<file path="config.mk">
export PLATFORM = sky130hd
export DESIGN_NAME = iqt_tracker
export DESIGN_NICKNAME = d
export VERILOG_FILES = /design/src/rtl/iqt_pkg.sv /design/src/rtl/iqt_code_decode.sv /design/src/rtl/iqt_shadow_fifo.sv /design/src/rtl/iqt_tracker.sv
export SDC_FILE = /design/constraint.sdc
export NUM_CORES = 1
export LEC_CHECK = 0
export BUFFER_PORTS_ARGS = -buffer_cell sky130_fd_sc_hd__buf_2
export CORE_MARGIN = 4
export CORE_UTILIZATION = 40
export DETAILED_ROUTE_END_ITERATION = 10
export PLACE_DENSITY = 0.6
export SYNTH_ARGS = -nofsm -noshare
export SYNTH_HDL_FRONTEND = slang
export SYNTH_SLANG_ARGS = --single-unit
export TNS_END_PERCENT = 30
</file>
<file path="constraint.sdc">
create_clock -name clk -period 0.8 [get_ports clk]
set_input_delay 0 -clock clk [delete_from_list [all_inputs] [get_ports clk]]
set_output_delay 0 -clock clk [all_outputs]
set_load 0.02 [all_outputs]
</file>
<file path="src/rtl/iqt_pkg.sv">
package iqt_pkg;
  typedef enum logic [1:0] {
    QC_IDLE  = 2'b00,
    QC_FIRST = 2'b01,
    QC_FLUSH = 2'b10,
    QC_NEXT  = 2'b11
  } queue_code_e;
endpackage

</file>
<file path="src/rtl/iqt_code_decode.sv">
module iqt_code_decode
  import iqt_pkg::*;
(
  input  logic [1:0] code,
  output logic       pop,
  output logic       first,
  output logic       flush
);
  queue_code_e code_e;

  always_comb begin
    code_e = queue_code_e'(code);
    pop    = 1'b0;
    first  = 1'b0;
    flush  = 1'b0;
    unique case (code_e)
      QC_FIRST: begin pop = 1'b1; first = 1'b1; end
      QC_NEXT:  pop   = 1'b1;
      QC_FLUSH: flush = 1'b1;
      default:  ;
    endcase
  end
endmodule

</file>
<file path="src/rtl/iqt_shadow_fifo.sv">
module iqt_shadow_fifo #(
  parameter int DEPTH = 4,
  parameter int WIDTH = 8,
  localparam int CNT_W = $clog2(DEPTH + 1),
  localparam int PTR_W = (DEPTH > 1) ? $clog2(DEPTH) : 1
) (
  input  logic             clk,
  input  logic             rst_n,
  input  logic             push,
  input  logic             pop,
  input  logic             flush,
  input  logic [WIDTH-1:0] din,
  output logic [WIDTH-1:0] head,
  output logic [CNT_W-1:0] count,
  output logic             pop_ok,
  output logic             push_ok
);
  logic [WIDTH-1:0] mem_q [DEPTH];
  logic [PTR_W-1:0] rd_q, rd_d, wr_q, wr_d, wr_mid;
  logic [CNT_W-1:0] cnt_q, cnt_d, cnt_mid;

  function automatic logic [PTR_W-1:0] ptr_inc(input logic [PTR_W-1:0] p);
    return (p == PTR_W'(DEPTH - 1)) ? '0 : p + 1'b1;
  endfunction

  // Pop or flush acts on prior contents, push follows.
  always_comb begin
    pop_ok  = pop && !flush && (cnt_q != '0);
    rd_d    = rd_q;
    wr_mid  = wr_q;
    cnt_mid = cnt_q;
    if (flush) begin
      rd_d    = '0;
      wr_mid  = '0;
      cnt_mid = '0;
    end else if (pop_ok) begin
      rd_d    = ptr_inc(rd_q);
      cnt_mid = cnt_q - 1'b1;
    end
    push_ok = push && (cnt_mid < CNT_W'(DEPTH));
    wr_d    = push_ok ? ptr_inc(wr_mid) : wr_mid;
    cnt_d   = push_ok ? cnt_mid + 1'b1 : cnt_mid;
  end

  always_ff @(posedge clk or negedge rst_n) begin
    if (!rst_n) begin
      rd_q  <= '0;
      wr_q  <= '0;
      cnt_q <= '0;
    end else begin
      rd_q  <= rd_d;
      wr_q  <= wr_d;
      cnt_q <= cnt_d;
    end
  end

  for (genvar g = 0; g < DEPTH; g++) begin : g_slot
    always_ff @(posedge clk) begin
      if (push_ok && (wr_mid == PTR_W'(g))) mem_q[g] <= din;
    end
  end

  assign head  = mem_q[rd_q];
  assign count = cnt_q;

  a_r6_count_bound: assert property (@(posedge clk) disable iff (!rst_n)
    cnt_q <= CNT_W'(DEPTH));
  a_r7_flush_empties: assert property (@(posedge clk) disable iff (!rst_n)
    (flush && !push) |=> (cnt_q == '0));
endmodule

</file>
<file path="src/rtl/iqt_tracker.sv">
module iqt_tracker #(
  parameter int DEPTH = 4,
  parameter int WIDTH = 8,
  localparam int CNT_W = $clog2(DEPTH + 1)
) (
  input  logic             clk,
  input  logic             rst_n,
  input  logic             fetch_valid,
  input  logic [WIDTH-1:0] fetch_byte,
  input  logic [1:0]       queue_code,
  output logic             byte_valid,
  output logic [WIDTH-1:0] byte_data,
  output logic             byte_first,
  output logic [CNT_W-1:0] occupancy,
  output logic             error
);
  logic [1:0]       rst_sync_q;
  logic             rst_int_n;
  logic             dec_pop, dec_first, dec_flush;
  logic [WIDTH-1:0] head;
  logic [CNT_W-1:0] count;
  logic             pop_ok, push_ok, bad_op;
  logic             vld_q, vld_d, first_q, err_q, err_d;
  logic [WIDTH-1:0] data_q;

  always_ff @(posedge clk or negedge rst_n) begin
    if (!rst_n) rst_sync_q <= '0;
    else        rst_sync_q <= {rst_sync_q[0], 1'b1};
  end
  assign rst_int_n = rst_sync_q[1];

  iqt_code_decode u_dec (
    .code  (queue_code),
    .pop   (dec_pop),
    .first (dec_first),
    .flush (dec_flush)
  );

  iqt_shadow_fifo #(.DEPTH(DEPTH), .WIDTH(WIDTH)) u_fifo (
    .clk     (clk),
    .rst_n   (rst_int_n),
    .push    (fetch_valid),
    .pop     (dec_pop),
    .flush   (dec_flush),
    .din     (fetch_byte),
    .head    (head),
    .count   (count),
    .pop_ok  (pop_ok),
    .push_ok (push_ok)
  );

  always_comb begin
    bad_op = (dec_pop && !pop_ok) || (fetch_valid && !push_ok);
    err_d  = err_q || bad_op;
    vld_d  = pop_ok;
  end

  always_ff @(posedge clk or negedge rst_int_n) begin
    if (!rst_int_n) begin
      vld_q <= 1'b0;
      err_q <= 1'b0;
    end else begin
      vld_q <= vld_d;
      err_q <= err_d;
    end
  end

  always_ff @(posedge clk) begin
    if (pop_ok) begin
      data_q  <= head;
      first_q <= dec_first;
    end
  end

  assign byte_valid = vld_q;
  assign byte_data  = data_q;
  assign byte_first = first_q;
  assign occupancy  = count;
  assign error      = err_q;

  a_r12_err_sticky: assert property (@(posedge clk) disable iff (!rst_int_n)
    error |=> error);
  a_r10_underflow: assert property (@(posedge clk) disable iff (!rst_int_n)
    (queue_code[0] && occupancy == '0) |=> (error && !byte_valid));
  a_r4_pop_strobe: assert property (@(posedge clk) disable iff (!rst_int_n)
    (queue_code[0] && occupancy != '0) |=> byte_valid);
  a_r5_first_flag: assert property (@(posedge clk) disable iff (!rst_int_n)
    (queue_code[0] && occupancy != '0) |=> (byte_first == !$past(queue_code[1])));
  a_r3_idle_hold: assert property (@(posedge clk) disable iff (!rst_int_n)
    (queue_code == 2'b00 && !fetch_valid) |=> (!byte_valid && $stable(occupancy)));
endmodule

</file>
==> results of run 1 <==
[worst max-delay path by stage]
stage | to | cells past startpoint | start | slack [ns]
floorplan | u_fifo.count[1] | 6 | u_fifo.count[0] | -0.97
global placement | u_fifo.count[1] | 6 | u_fifo.count[0] | -0.88
detailed placement | u_fifo.count[1] | 6 | u_fifo.count[0] | -0.97
CTS | u_fifo.count[1] | 6 | u_fifo.count[0] | -0.92
global route | u_fifo.count[1] | 6 | u_fifo.count[1] | -0.96
finish | u_fifo.count[1] | 6 | u_fifo.count[1] | -0.93
[where the power goes]
group	internal, uW	total, uW	switching [uW]
Clock	639	1530	888
Combinational	1830	3450	1620
Sequential	3660	3920	262
[worst register-to-register path, cell delays in order (launching register included)]
cell and delay (ns):
sky130_fd_sc_hd__dfrtp_2 0.38, sky130_fd_sc_hd__inv_2 0.05, sky130_fd_sc_hd__ha_4 0.17, sky130_fd_sc_hd__and4b_1 0.17, sky130_fd_sc_hd__a221o_1 0.32, sky130_fd_sc_hd__ha_4 0.25, sky130_fd_sc_hd__mux2_4 0.26
[synth_stat cells]
cell type                   count
sky130_fd_sc_hd__mux2_1         1
sky130_fd_sc_hd__nor2b_1        4
sky130_fd_sc_hd__dfrtp_1       11
sky130_fd_sc_hd__mux2_4         1
sky130_fd_sc_hd__a221o_1        3
sky130_fd_sc_hd__ha_1           8
sky130_fd_sc_hd__buf_2          1
sky130_fd_sc_hd__buf_6          1
sky130_fd_sc_hd__nand4bb_1      1
sky130_fd_sc_hd__edfxtp_1      41
sky130_fd_sc_hd__or3b_1         1
sky130_fd_sc_hd__nand2_1        2
sky130_fd_sc_hd__nand3_1        1
sky130_fd_sc_hd__and2_1         5
sky130_fd_sc_hd__a21o_1         2
sky130_fd_sc_hd__conb_1         1
sky130_fd_sc_hd__nor2_1         1
sky130_fd_sc_hd__inv_1          4
sky130_fd_sc_hd__and4b_1        2
sky130_fd_sc_hd__and4_4         1
sky130_fd_sc_hd__nand4_2        1
sky130_fd_sc_hd__nor2_2         1
sky130_fd_sc_hd__xnor2_1        2
sky130_fd_sc_hd__buf_1          1
sky130_fd_sc_hd__a22o_1         2
sky130_fd_sc_hd__nand2b_1       2
sky130_fd_sc_hd__nand3b_1       1
sky130_fd_sc_hd__mux4_2         8
[flip-flops by register name (all words and copies together), names as in the netlist]
| name | count |
|---|---|
| rst_sync_q | 2 |
| byte_valid | 1 |
| u_fifo.rd_q | 2 |
| u_fifo.mem_q | 32 |
| u_fifo.count | 3 |
| error | 1 |
| byte_data | 8 |
| u_fifo.wr_q | 2 |
| byte_first | 1 |
[per-stage QoR]
stage	power (uW)	hold slack, ns	util, %	area (um2)	setup slack [ns]
after floorplan	5843	-0.2956	-	2115	-0.9666
after global placement	6928	-0.2150	48.85	2495	-0.8803
after detailed placement	7130	-0.2130	48.85	2495	-0.9720
after CTS	8856	0.06468	53.26	2720	-0.9220
after global routing	9452	0.05798	53.87	2751	-0.9608
final	8893	0.07305	53.87	2751	-0.9289
[logic make-up (layout without fill, tap and decap cells)]
kind of cell | after synthesis | count (layout)
DFF | 52 | 52
and+or+nand+nor | 23 | 23
muxes | 10 | 10
adders and majority gates | 8 | 8
AOI/OAI and AO/OA | 7 | 7
buffers and inverters | 7 | 69
xor gates and xnor gates | 2 | 2
other | 1 | 1
[what timing repair did]
action                                  in CTS  in global routing
hold buffers                                10                  0
endpoints found under the setup margin      72                 72
endpoints found under the hold margin       34                  0
pin swaps                                    3                  6
gates resized for setup                      9                  7
[layer usage]
| metal | vias to the layer above | part of all wire, % | track usage [%] |
|---|---|---|---|
| met5 | - | 0 | 0 |
| met4 | 0 | 1.6 | 4.561 |
| met3 | 6 | 4.2 | 3.700 |
| met2 | 22 | 54 | 22.68 |
| met1 | 566 | 40 | 14.80 |
| li1 | 543 | - | - |
[cell type report]
class	instances	share of cell area, %
clock inverters	3	0.9550
flip-flops and latches	52	54.93
inverters	4	0.5457
repair buffers	57	15.83
multi-input cells	51	22.06
clock buffers	5	2.501
well taps	70	3.183
==> results.md, run 1 <==
- Standard cell with the maximum stage delay on the critical path: sky130_fd_sc_hd__dfrtp_2
- Number of vias after detailed routing: 1137
- Clock Skew: 0.005645 ns
- Result of the run: finished with violations
- Commonest cells after routing, fill and taps aside: sky130_fd_sc_hd__edfxtp_1, sky130_fd_sc_hd__buf_2, sky130_fd_sc_hd__buf_4, sky130_fd_sc_hd__dlygate4sd3_1, sky130_fd_sc_hd__mux4_2
- Vias in the first global route: 1234
- Ranking of synthesized cells by area: sky130_fd_sc_hd__edfxtp_1, sky130_fd_sc_hd__dfrtp_1, sky130_fd_sc_hd__mux4_2
- Final Cycle Share: 216.1%
- Instance count along the most critical hold path: 3
- Via count normalized by instance count: 4.698
- Unrepaired setup endpoints after global routing: yes
- Total wire length: 3758 um
- Maximum cell stage delay along the critical path: 0.38 ns
- Drt first pass iters: 4
- Clock Tree Buf Depth: 2
- Worst path buffer plus inverter count: 1
- Compound-cell area share of the yosys netlist: 2.987%
- Post-Syn Area: 0.002095 mm2
- Root Buffer: sky130_fd_sc_hd__clkbuf_8
- Number of fill cells: 432
- Peak clock frequency supported by timing: 0.5784 GHz
- Number of endpoints with negative hold slack in the final report: 0
- Aggregate global routing overflow: 0
- Post-synthesis mux area share: 9.857%
- Net Count, Synth: 131
- Antenna-violating nets left: 0
- Port bufs: 26
- Final antenna diode count: 0
- Number of DRC violations after detailed-routing iteration 0: 72
- Total number of yosys warnings: 0
- Core ar.: 0.005107 mm2
- Critical path fanouts, max: 5
- TritonCTS clock tree: yes
- Most frequent standard cell in the layout excluding fill and tap cells: sky130_fd_sc_hd__edfxtp_1
- # placed instances: 224
- Worst setup path class: flop to flop
- Number of slew-limit violations in the final report: 0
- All-Layer GR Usage: 12.86%
- Type of element launching the critical path: flop
- Clock latency on the worst-skew pair: 0.30 ns
- Setup violators final: 72
- Final nets: 192
- Clock-pin slew on the worst setup and hold paths: 0.10 ns
- Global-route wire length before repair: 5982 um
- Initial antenna violation count: 0
- Pwr dens: 3232 mW/mm2
- Detail Placement HPWL: 2623 um
- Number of sinks on the clock net: 52
- Unique cell type count in the Yosys netlist: 28
- Share of layout cells above drive strength 1: 47.09%
- Post-synthesis to final-layout area growth: 31.36%
- Violations in the final reports: negative setup slack
- Min setup slack post-route: -0.9289 ns
- Setup TNS: -42.24 ns
- Arrival time at the worst endpoint: 1.92 ns
- Average wire per standard cell: 15.53 um
- Number of DRC violations after detailed routing: 0
- Xor-xnor portion of the synthesized cell area: 0.8363%
- Final weighted congestion of routability-driven global placement: 0.7653
- Number of standard-cell rows in the floorplan: 26
- Synth Area in Simple Gates: 7.766%
- Post-Synth Adder-Cell Area: 4.779%
- Min-delay worst type: input port to flop
- Die area: 0.006458 mm2
- Largest net degree at the start of global routing: 19
- Required time reported for the critical path endpoint: 1.00 ns
- Deepest level of the CTS H-tree: 2
- Worst R2R Path Depth: 6
- Number of storage elements in the synthesis netlist: 52
- Most Frequent Cell on Critical Path: sky130_fd_sc_hd__ha_4
- Worst vdd rail ir drop: 0.001352 V
- Critical path capture point type: flop
- Number of post-CTS setup repair buffers: 0
- Initial Utilization: 41.01%
- Post-Syn Area per Cell: 19.04 um2
- Register-to-Register Setup Slack: -0.93 ns
- DIE HEIGHT: 80.36 um
- Capturing point of the worst reg2reg path: u_fifo.count[1]
- Die Wd: 80.36 um
- Count of placed standard cells in the final layout, fillers left out: 242
- Cell taking the most area after synthesis: sky130_fd_sc_hd__edfxtp_1
- Post-synthesis sequential area ratio: 71.92%
- Max_cap viols: 0
- Leakage power: 0.001083 uW
- Shortest clock period the worst path allows after layout: 1.729 ns
- Cell family with the largest share of critical-path delay: adder cells
- Num CTS Buffers: 5
- Worst hold path endpoint: u_fifo.count[2]
- Post-Syn Instances: 110
- Top Ports: 27
- Fraction of synthesized cell area taken by the top area cell type: 58.78%
- Reg-to-reg critical path startpoint: u_fifo.count[1]
- Worst hold path startpoint: fetch_valid
- Combined area of the multi-input logic cells: 606.8 um2
- Critical-path cell list: inv_2, ha_4, and4b_1, a221o_1, ha_4, mux2_4
- Sequential cell area: 0.001511 mm2
- Combinational family with the most area after synthesis: multiplexers
(Power assumes the default switching activity.)
==> run 2: changes to the inputs <==
--- a/config.mk
+++ b/config.mk
@@ -5,6 +5,7 @@
 export SDC_FILE = /design/constraint.sdc
 export NUM_CORES = 1
 export LEC_CHECK = 0
+export ABC_CLOCK_PERIOD_IN_PS = 800
 export BUFFER_PORTS_ARGS = -buffer_cell sky130_fd_sc_hd__buf_2
 export CORE_MARGIN = 4
 export CORE_UTILIZATION = 40
@@ -12,5 +13,6 @@
 export PLACE_DENSITY = 0.6
 export SYNTH_ARGS = -nofsm -noshare
 export SYNTH_HDL_FRONTEND = slang
+export SYNTH_HIERARCHICAL = 1
 export SYNTH_SLANG_ARGS = --single-unit
 export TNS_END_PERCENT = 30
==> run 2 against run 1 <==
  * The run still ends with negative setup slack left
  * Flip-flop and latch count stayed put
  * Critical path depth stayed put
  * Routed wire length is 8.1% lower
  * Non-clock buffer count is 2 lower
  * Global-route usage is 0.82 points lower
  * Synthesized cell count is 3.6% higher
  * Final area is 1.2% lower
  * Clock power is 8% lower
  * Hold slack better by 0.0087 ns
  * Count of clock-buffer cells in the layout stayed put
  * Total power is 4.3% lower
  * First-iteration DRC count is 26% lower
  * Critical endpoint is now u_fifo/count[1]
  * Largest cell class unchanged
  * Highest routed layer unchanged
==> results.md, run 2 <==
- Peak clock frequency supported by timing: 0.5801 GHz (+0.30%)
- Number of standard-cell rows in the floorplan: 26 (unchanged)
- Post-synthesis to final-layout area growth: 30.06%
- Register bank with the most flops: u_fifo/mem_q
- Total number of yosys warnings: 6 (+6)
- Final weighted congestion of routability-driven global placement: 0.7258 (-5.2%)
- Unique cell type count in the Yosys netlist: 29 (+3.6%)
- Commonest cells after routing, fill and taps aside: sky130_fd_sc_hd__edfxtp_1, sky130_fd_sc_hd__buf_2, sky130_fd_sc_hd__buf_4, sky130_fd_sc_hd__dlygate4sd3_1, sky130_fd_sc_hd__dfrtp_1
- Worst vdd rail ir drop: 0.001415 V (+4.6%)
- Clock Tree Buf Depth: 2 (unchanged)
- Critical path capture point type: flop
- Result of the run: finished with violations
- Final Cycle Share: 215.5% (-0.65 points)
- Switching power as a share of total power: 29.90% (-1.2 points)
- Largest net degree at the start of global routing: 17 (-2)
- Die area: 0.006444 mm2 (-0.21%)
- Via count normalized by instance count: 4.483 (-4.6%)
- Post-Syn Area per Cell: 18.33 um2 (-3.7%)
- Post-Syn Area: 0.002090 mm2 (-0.24%)
- Reg power frac: 44.5% (+0.4 points)
- Most frequent standard cell in the layout excluding fill and tap cells: sky130_fd_sc_hd__edfxtp_1
- Number of sinks on the clock net: 52 (unchanged)
- Leading post-synthesis cells by instance count: sky130_fd_sc_hd__edfxtp_1, sky130_fd_sc_hd__dfrtp_1, sky130_fd_sc_hd__ha_1, sky130_fd_sc_hd__mux4_2
- Max reg flops: 32 (unchanged)
- Pwr dens: 3132 mW/mm2 (-3.1%)
- Critical path fanouts, max: 3 (-2)
- Setup violators final: 72 (unchanged)
- Clock-pin slew on the worst setup and hold paths: 0.09 ns (about the same)
- Number of storage elements in the synthesis netlist: 52 (unchanged)
- Synth async-reset ratio: 21.15% (unchanged)
- TritonCTS clock tree: yes
- Average wire per standard cell: 14.27 um (-8.1%)
- Drt first pass iters: 3 (-1)
- Maximum cell stage delay along the critical path: 0.39 ns (about the same)
- Clock Skew: 0.009370 ns (+0.003725 ns)
- Number of DRC violations after detailed-routing iteration 0: 53 (-26%)
- Leakage power: 0.001072 uW (-1.0%)
- Number of enable-type register cells in the synthesized netlist: 41 (unchanged)
- Setup TNS: -44.20 ns (-1.957 ns)
- Detail Placement HPWL: 2649 um (+0.99%)
- Top Ports: 27 (unchanged)
- Number of DRC violations after detailed routing: 0 (unchanged)
- Type of element launching the critical path: flop
- Commonest register cell after synthesis: sky130_fd_sc_hd__edfxtp_1
- Number of vias after detailed routing: 1085 (-4.6%)
- Most instantiated library cell after synthesis: sky130_fd_sc_hd__edfxtp_1
- Standard cell with the maximum stage delay on the critical path: sky130_fd_sc_hd__dfrtp_2
- Global-route wire length before repair: 5761 um (-3.7%)
- Share of total power in the clock network: 16.6% (-0.6 points)
- Min setup slack post-route: -0.9237 ns (+0.005178 ns)
- Number of endpoints with negative hold slack in the final report: 0 (unchanged)
- Initial Utilization: 41.17% (+0.16 points)
- Hold WS: 0.08178 ns (+0.008732 ns)
- Worst setup path class: flop to flop
- Arrival time at the worst endpoint: 1.91 ns (about the same)
- Post-synthesis sequential area ratio: 72.10% (+0.17 points)
- Initial antenna violation count: 0 (unchanged)
- Aggregate global routing overflow: 0 (unchanged)
- Required time reported for the critical path endpoint: 0.99 ns (about the same)
- Net Count, Synth: 135 (+3.1%)
- Vias in the first global route: 1221 (-1.1%)
- Cell family with the largest share of critical-path delay: multiplexers
- Critical-path cell list: inv_4, ha_4, a21boi_4, mux2_4, ha_4, mux2_4
- Die Wd: 80.28 um (-0.11%)
- DIE HEIGHT: 80.28 um (-0.11%)
- Worst path buffer plus inverter count: 1 (unchanged)
- Unrepaired setup endpoints after global routing: yes
- Comb power frac: 38.9% (+0.2 points)
- Port bufs: 26 (unchanged)
- Post-Syn Instances: 114 (+3.6%)
- Core ar.: 0.005075 mm2 (-0.64%)
- Min-delay worst type: input port to flop
- Final nets: 192 (unchanged)
- Num CTS Buffers: 5 (unchanged)
- All-Layer GR Usage: 12.04% (-0.82 points)
- Number of fill cells: 425 (-1.6%)
- Clock latency on the worst-skew pair: 0.29 ns (about the same)
- Max_cap viols: 0 (unchanged)
- Switch Pwr: 2545 uW (-8.0%)
- Violations in the final reports: negative setup slack
- P_int: 5968 uW (-2.6%)
- Share of layout cells above drive strength 1: 45.93% (-1.2 points)
- Root Buffer: sky130_fd_sc_hd__clkbuf_8
- Deepest level of the CTS H-tree: 2 (unchanged)
- Fraction of synthesized cell area taken by the top area cell type: 58.92% (+0.14 points)
- Ranking of synthesized cells by area: sky130_fd_sc_hd__edfxtp_1, sky130_fd_sc_hd__dfrtp_1, sky130_fd_sc_hd__mux4_2
- Total wire length: 3453 um (-8.1%)
- Final antenna diode count: 0 (unchanged)
- Number of slew-limit violations in the final report: 0 (unchanged)
- Cell taking the most area after synthesis: sky130_fd_sc_hd__edfxtp_1
- Antenna-violating nets left: 0 (unchanged)
- Shortest clock period the worst path allows after layout: 1.724 ns (-0.005178 ns)
==> run 2: cell types whose count changed after synthesis, moves of 3 or more <==
| cell | change |
|---|---|
| sky130_fd_sc_hd__and2_1 | -5 |
| sky130_fd_sc_hd__and3_2 | +4 |
| sky130_fd_sc_hd__inv_1 | +3 |
| sky130_fd_sc_hd__nor2_1 | +6 |
==> run 2: cell type report <==
class / count / area [um2] / area share, %
Inverter: 7 / 28.78 / 1.059
Sequential cell: 52 / 1509 / 55.52
Timing Repair Buffer: 55 / 402.9 / 14.83
Clock buffer: 5 / 68.82 / 2.532
Tap cell: 70 / 87.58 / 3.223
Clock inverter: 3 / 17.52 / 0.6446
Multi-Input combinational cell: 50 / 603.1 / 22.19
==> run 2: routing by layer <==
layer / GRT usage, % / share of wire (%) / vias up
li1: - / - / 536
met5: 0 / 0 / -
met3: 3.812 / 2.7 / 2
met4: 3.041 / 0.43 / 0
met1: 13.68 / 42 / 534
met2: 21.77 / 55 / 13
==> run 2: worst paths after layout <==
kind,start,to,slack (ns),cells past startpoint
max,u_fifo/count[1],u_fifo/count[1],-0.92,6
min,queue_code[0],error,0.08,3
max reg2reg,u_fifo/count[1],u_fifo/count[1],-0.92,6
min reg2reg,rst_sync_q[1],u_fifo/wr_q[0],0.17,0
max in group asynchronous,rst_n,rst_sync_q[1],0.13,3
min in group asynchronous,rst_sync_q[1],u_fifo/wr_q[0],0.17,0
==> run 2: through the flow <==
| step | std cells | utilization, % | worst slack (ns) | instance area, um2 | power [uW] |
|---|---|---|---|---|---|
| 6_report | 242 | 53.55 | -0.9237 | 2718 | 8513 |
| 5_1_grt | 242 | 53.55 | -0.9900 | 2718 | 9096 |
| 4_1_cts | 242 | 53.45 | -0.9263 | 2713 | 8644 |
| 3_5_place_dp | 222 | 48.47 | -0.9890 | 2460 | 6949 |
| 3_3_place_gp | 222 | 48.47 | -0.9034 | 2460 | 6850 |
| 2_1_floorplan | 114 | - | -1.006 | 2143 | 5910 |
==> run 2: cell families after synthesis <==
group	share of synthesized area [%]
fa+ha+maj	4.791
compound gates	2.156
flops	72.10
mux	11.38
buf+inv	2.635
simple gates	5.928
other cells	0.1795
xor+xnor	0.8385
==> run 2: power groups by stage <==
stage	clock (uW)	sequential, uW	combinational (uW)
after global routing	1600	3850	3650
after detailed placement	0	3850	3100
after global placement	0	3840	3010
after CTS	1480	3790	3370
after floorplan	0	4100	1810
final	1410	3790	3310
==> run 2: tightest hold or removal path, cell delays in order <==
cell and delay, ns:
sky130_fd_sc_hd__buf_2 0.09, sky130_fd_sc_hd__buf_4 0.12, sky130_fd_sc_hd__a221o_1 0.14
==> run 2: repair_timing <==
action	CTS	global route
hold endpoints to repair	35	0
gates resized for setup	15	2
pin swaps	2	2
hold buffers	11	0
endpoints found under the setup margin	72	72
setup buffers	1	0
==> run 3: changes to the inputs <==
--- a/config.mk
+++ b/config.mk
@@ -5,12 +5,14 @@
 export SDC_FILE = /design/constraint.sdc
 export NUM_CORES = 1
 export LEC_CHECK = 0
+export ABC_AREA = 1
 export ABC_CLOCK_PERIOD_IN_PS = 800
 export BUFFER_PORTS_ARGS = -buffer_cell sky130_fd_sc_hd__buf_2
 export CORE_MARGIN = 4
 export CORE_UTILIZATION = 40
 export DETAILED_ROUTE_END_ITERATION = 10
 export PLACE_DENSITY = 0.6
+export SETUP_SLACK_MARGIN = 0.15
 export SYNTH_ARGS = -nofsm -noshare
 export SYNTH_HDL_FRONTEND = slang
 export SYNTH_HIERARCHICAL = 1
==> run 3 against run 2 <==
  * The flow still finishes with violations (negative setup slack)
  * Register-to-register slack better by 0.09 ns
  * Die area up 4.1%
  * Sequential share of layout area down 3.3 points
  * Combinational power up 25%
  * Utilization up 2.1 points
  * Hold slack worse by 0.043 ns
  * Non-clock buffer count up 5
  * Count of clock-buffer cells in the layout unchanged
  * Sequential power up 3%
  * Synthesized cell count up 60%
  * Critical endpoint is now u_fifo/mem_q[3][1]
==> results.md, run 3 <==
- Result of the run: finished with violations
- Violations in the final reports: negative setup slack
- Fraction of synthesized cell area taken by the top area cell type: 56.36% (-2.6 points)
- Number of slew-limit violations in the final report: 0 (unchanged)
- Share of layout cells above drive strength 1: 36.18% (-9.8 points)
- Final antenna diode count: 0 (unchanged)
- Commonest cells after routing, fill and taps aside: sky130_fd_sc_hd__edfxtp_1, sky130_fd_sc_hd__nand2_1, sky130_fd_sc_hd__buf_4, sky130_fd_sc_hd__buf_2, sky130_fd_sc_hd__nor2_1
- Met2 track demand over resource in global routing: 19.22% (-2.5 points)
- Final Cycle Share: 203.7% (-12 points)
- Area of all placed cells without fillers: 0.002894 mm2 (+6.5%)
- Global-route wire length before repair: 6913 um (+20%)
- Shortest clock period the worst path allows after layout: 1.630 ns (-0.09402 ns)
- TritonCTS clock tree: yes
- Post-synthesis to final-layout area growth: 32.47%
- Post-Syn Area: 0.002185 mm2 (+4.6%)
- Most frequent standard cell in the layout excluding fill and tap cells: sky130_fd_sc_hd__edfxtp_1
- Hold WS: 0.03914 ns (-0.04264 ns)
- Max_cap viols: 0 (unchanged)
- Worst vdd rail ir drop: 0.001267 V (-10%)
- Setup violators final: 72 (unchanged)
- Final weighted congestion of routability-driven global placement: 0.8763 (+21%)
- Max reg flops: 32 (unchanged)
- Commonest register cell after synthesis: sky130_fd_sc_hd__edfxtp_1
- Final nets: 266 (+39%)
- Number of storage elements in the synthesis netlist: 52 (unchanged)
- Net Count, Synth: 203 (+50%)
- Type of element launching the critical path: flop
- Post-Route Utilization: 55.60% (+2.1 points)
- Leakage power: 0.001221 uW (+14%)
- Post-Syn Instances: 182 (+60%)
- Worst setup path class: flop to flop
- Antenna-violating nets left: 0 (unchanged)
- Post-Syn Area per Cell: 12.00 um2 (-35%)
- Required time reported for the critical path endpoint: 0.79 ns (-0.20 ns)
- DIE HEIGHT: 81.90 um (+2.0%)
- Clock-pin slew on the worst setup and hold paths: 0.09 ns (about the same)
- Detail Placement HPWL: 3160 um (+19%)
- Post-synthesis sequential area ratio: 68.96% (-3.1 points)
- Largest net degree at the start of global routing: 18 (+1)
- GR Layer Usage met1: 21.73% (+8.0 points)
- Peak clock frequency supported by timing: 0.6136 GHz (+5.8%)
- Register bank with the most flops: u_fifo/mem_q
- Core ar.: 0.005205 mm2 (+2.6%)
- Pwr dens: 3300 mW/mm2 (+5.4%)
- Synth async-reset ratio: 21.15% (unchanged)
- Arrival time at the worst endpoint: 1.62 ns (-0.29 ns)
- Most instantiated library cell after synthesis: sky130_fd_sc_hd__edfxtp_1
- Initial antenna violation count: 0 (unchanged)
- Min setup slack post-route: -0.8297 ns (+0.09402 ns)
- Global Route met3 Usage: 3.947% (+0.14 points)
- Clock latency on the worst-skew pair: 0.30 ns (about the same)
- All-Layer GR Usage: 14.12% (+2.1 points)
- Port bufs: 26 (unchanged)
- Die area: 0.006708 mm2 (+4.1%)
- Critical path fanouts, max: 8 (+5)
- Aggregate global routing overflow: 0 (unchanged)
- Number of DRC violations after detailed-routing iteration 0: 101 (+91%)
- Leading post-synthesis cells by instance count: sky130_fd_sc_hd__edfxtp_1, sky130_fd_sc_hd__nand2_1, sky130_fd_sc_hd__nor2_1
- Number of vias after detailed routing: 1479 (+36%)
- Total wire length: 4287 um (+24%)
- Total number of yosys warnings: 6 (unchanged)
- Average wire per standard cell: 13.57 um (-4.9%)
- Initial Utilization: 41.97% (+0.80 points)
- Worst slack at placement: -0.9016 ns (+0.08736 ns)
- Number of DRC violations after detailed routing: 0 (unchanged)
- Die Wd: 81.90 um (+2.0%)
- Ranking of synthesized cells by area: sky130_fd_sc_hd__edfxtp_1, sky130_fd_sc_hd__dfrtp_1, sky130_fd_sc_hd__ha_1
- Min-delay worst type: input port to flop
- Number of enable-type register cells in the synthesized netlist: 41 (unchanged)
- Unrepaired setup endpoints after global routing: yes
- Clock Skew: 0.005751 ns (-0.003619 ns)
- Num CTS Buffers: 5 (unchanged)
- Number of standard-cell rows in the floorplan: 26 (unchanged)
- Number of endpoints with negative hold slack in the final report: 0 (unchanged)
- GRT busiest layer: met1
- Via count normalized by instance count: 4.680 (+4.4%)
- Cell taking the most area after synthesis: sky130_fd_sc_hd__edfxtp_1
- Top Ports: 27 (unchanged)
- Critical path capture point type: flop
- Root Buffer: sky130_fd_sc_hd__clkbuf_8
- Drt first pass iters: 4 (+1)
- Number of sinks on the clock net: 52 (unchanged)
- Area after detailed placement: 0.002601 mm2 (+5.7%)
- Clock Tree Buf Depth: 2 (unchanged)
- Unique cell type count in the Yosys netlist: 21 (-28%)
- Design Power: 9551 uW (+12%)
- Deepest level of the CTS H-tree: 2 (unchanged)
- Vias in the first global route: 1382 (+13%)
run 3: critical path, cell delays in order, from the launching register on:
cell                      delay, ns
sky130_fd_sc_hd__dfrtp_2       0.43
sky130_fd_sc_hd__inv_4         0.08
sky130_fd_sc_hd__ha_4          0.14
sky130_fd_sc_hd__inv_2         0.04
sky130_fd_sc_hd__nor2_4        0.09
sky130_fd_sc_hd__nor2_4        0.06
sky130_fd_sc_hd__nand2_4       0.07
sky130_fd_sc_hd__nand3_4       0.14
sky130_fd_sc_hd__nor2_4        0.26
run 3: layout make-up:
| class | count | area, um2 |
|---|---|---|
| fillers | 453 | 2311 |
| repair buffers | 60 | 459.2 |
| well taps | 70 | 87.58 |
| clock inverters | 3 | 22.52 |
| clock buffers | 5 | 68.82 |
| flip-flops and latches | 52 | 1510 |
| multi-input cells | 104 | 656.9 |
| inverters | 22 | 88.84 |
run 3: final timing paths:
kind                                  from                 end  slack, ns  cells after the start
setup / recovery           u_fifo/count[1]  u_fifo/mem_q[3][1]      -0.83                      8
hold / removal               queue_code[0]               error       0.04                      4
setup reg to reg           u_fifo/count[1]  u_fifo/mem_q[3][1]      -0.83                      8
hold reg to reg              rst_sync_q[1]      u_fifo/wr_q[0]       0.16                      0
max in group asynchronous    rst_sync_q[1]     u_fifo/count[0]       0.36                      0
min in group asynchronous    rst_sync_q[1]      u_fifo/wr_q[0]       0.16                      0
run 3: through the flow:
| stage | instances | setup TNS (ns) |
|---|---|---|
| 2_1_floorplan | 182 | -42.92 |
| 3_3_place_gp | 295 | -40.07 |
| 3_5_place_dp | 295 | -41.77 |
| 4_1_cts | 314 | -41.12 |
| 5_1_grt | 316 | -46.03 |
| 6_report | 316 | -40.55 |
run 3: cells by family after synthesis:
group                      Yosys count  synth area share (%)
other                                1                0.1717
and+or+nand+nor                     68                 14.83
buffers and inverters               26                 4.696
adders and majority gates            8                 4.582
DFF                                 52                 68.96
AOI/OAI and AO/OA                   27                 6.759
run 3: what timing repair did:
| item | 4_1_cts | 5_1_grt |
|---|---|---|
| hold buffers | 10 | 0 |
| resized for setup | 30 | 8 |
| setup endpoints to repair | 72 | 74 |
| endpoints found under the hold margin | 34 | 0 |
| pin swaps | 4 | 7 |
| buffers inserted | 1 | 2 |
run 3: metal layers:
metal | part of all wire (%) | up-vias
li1 | - | 745
met1 | 51 | 697
met2 | 43 | 31
met3 | 5.2 | 6
met4 | 1.1 | 0
met5 | 0 | -
run 3: power by group:
group | total (uW) | switching [uW] | internal [uW]
registers | 3920 | 281 | 3640
clock network | 1490 | 864 | 627
logic | 4140 | 2360 | 1770
total | 9550 | 3510 | 6040
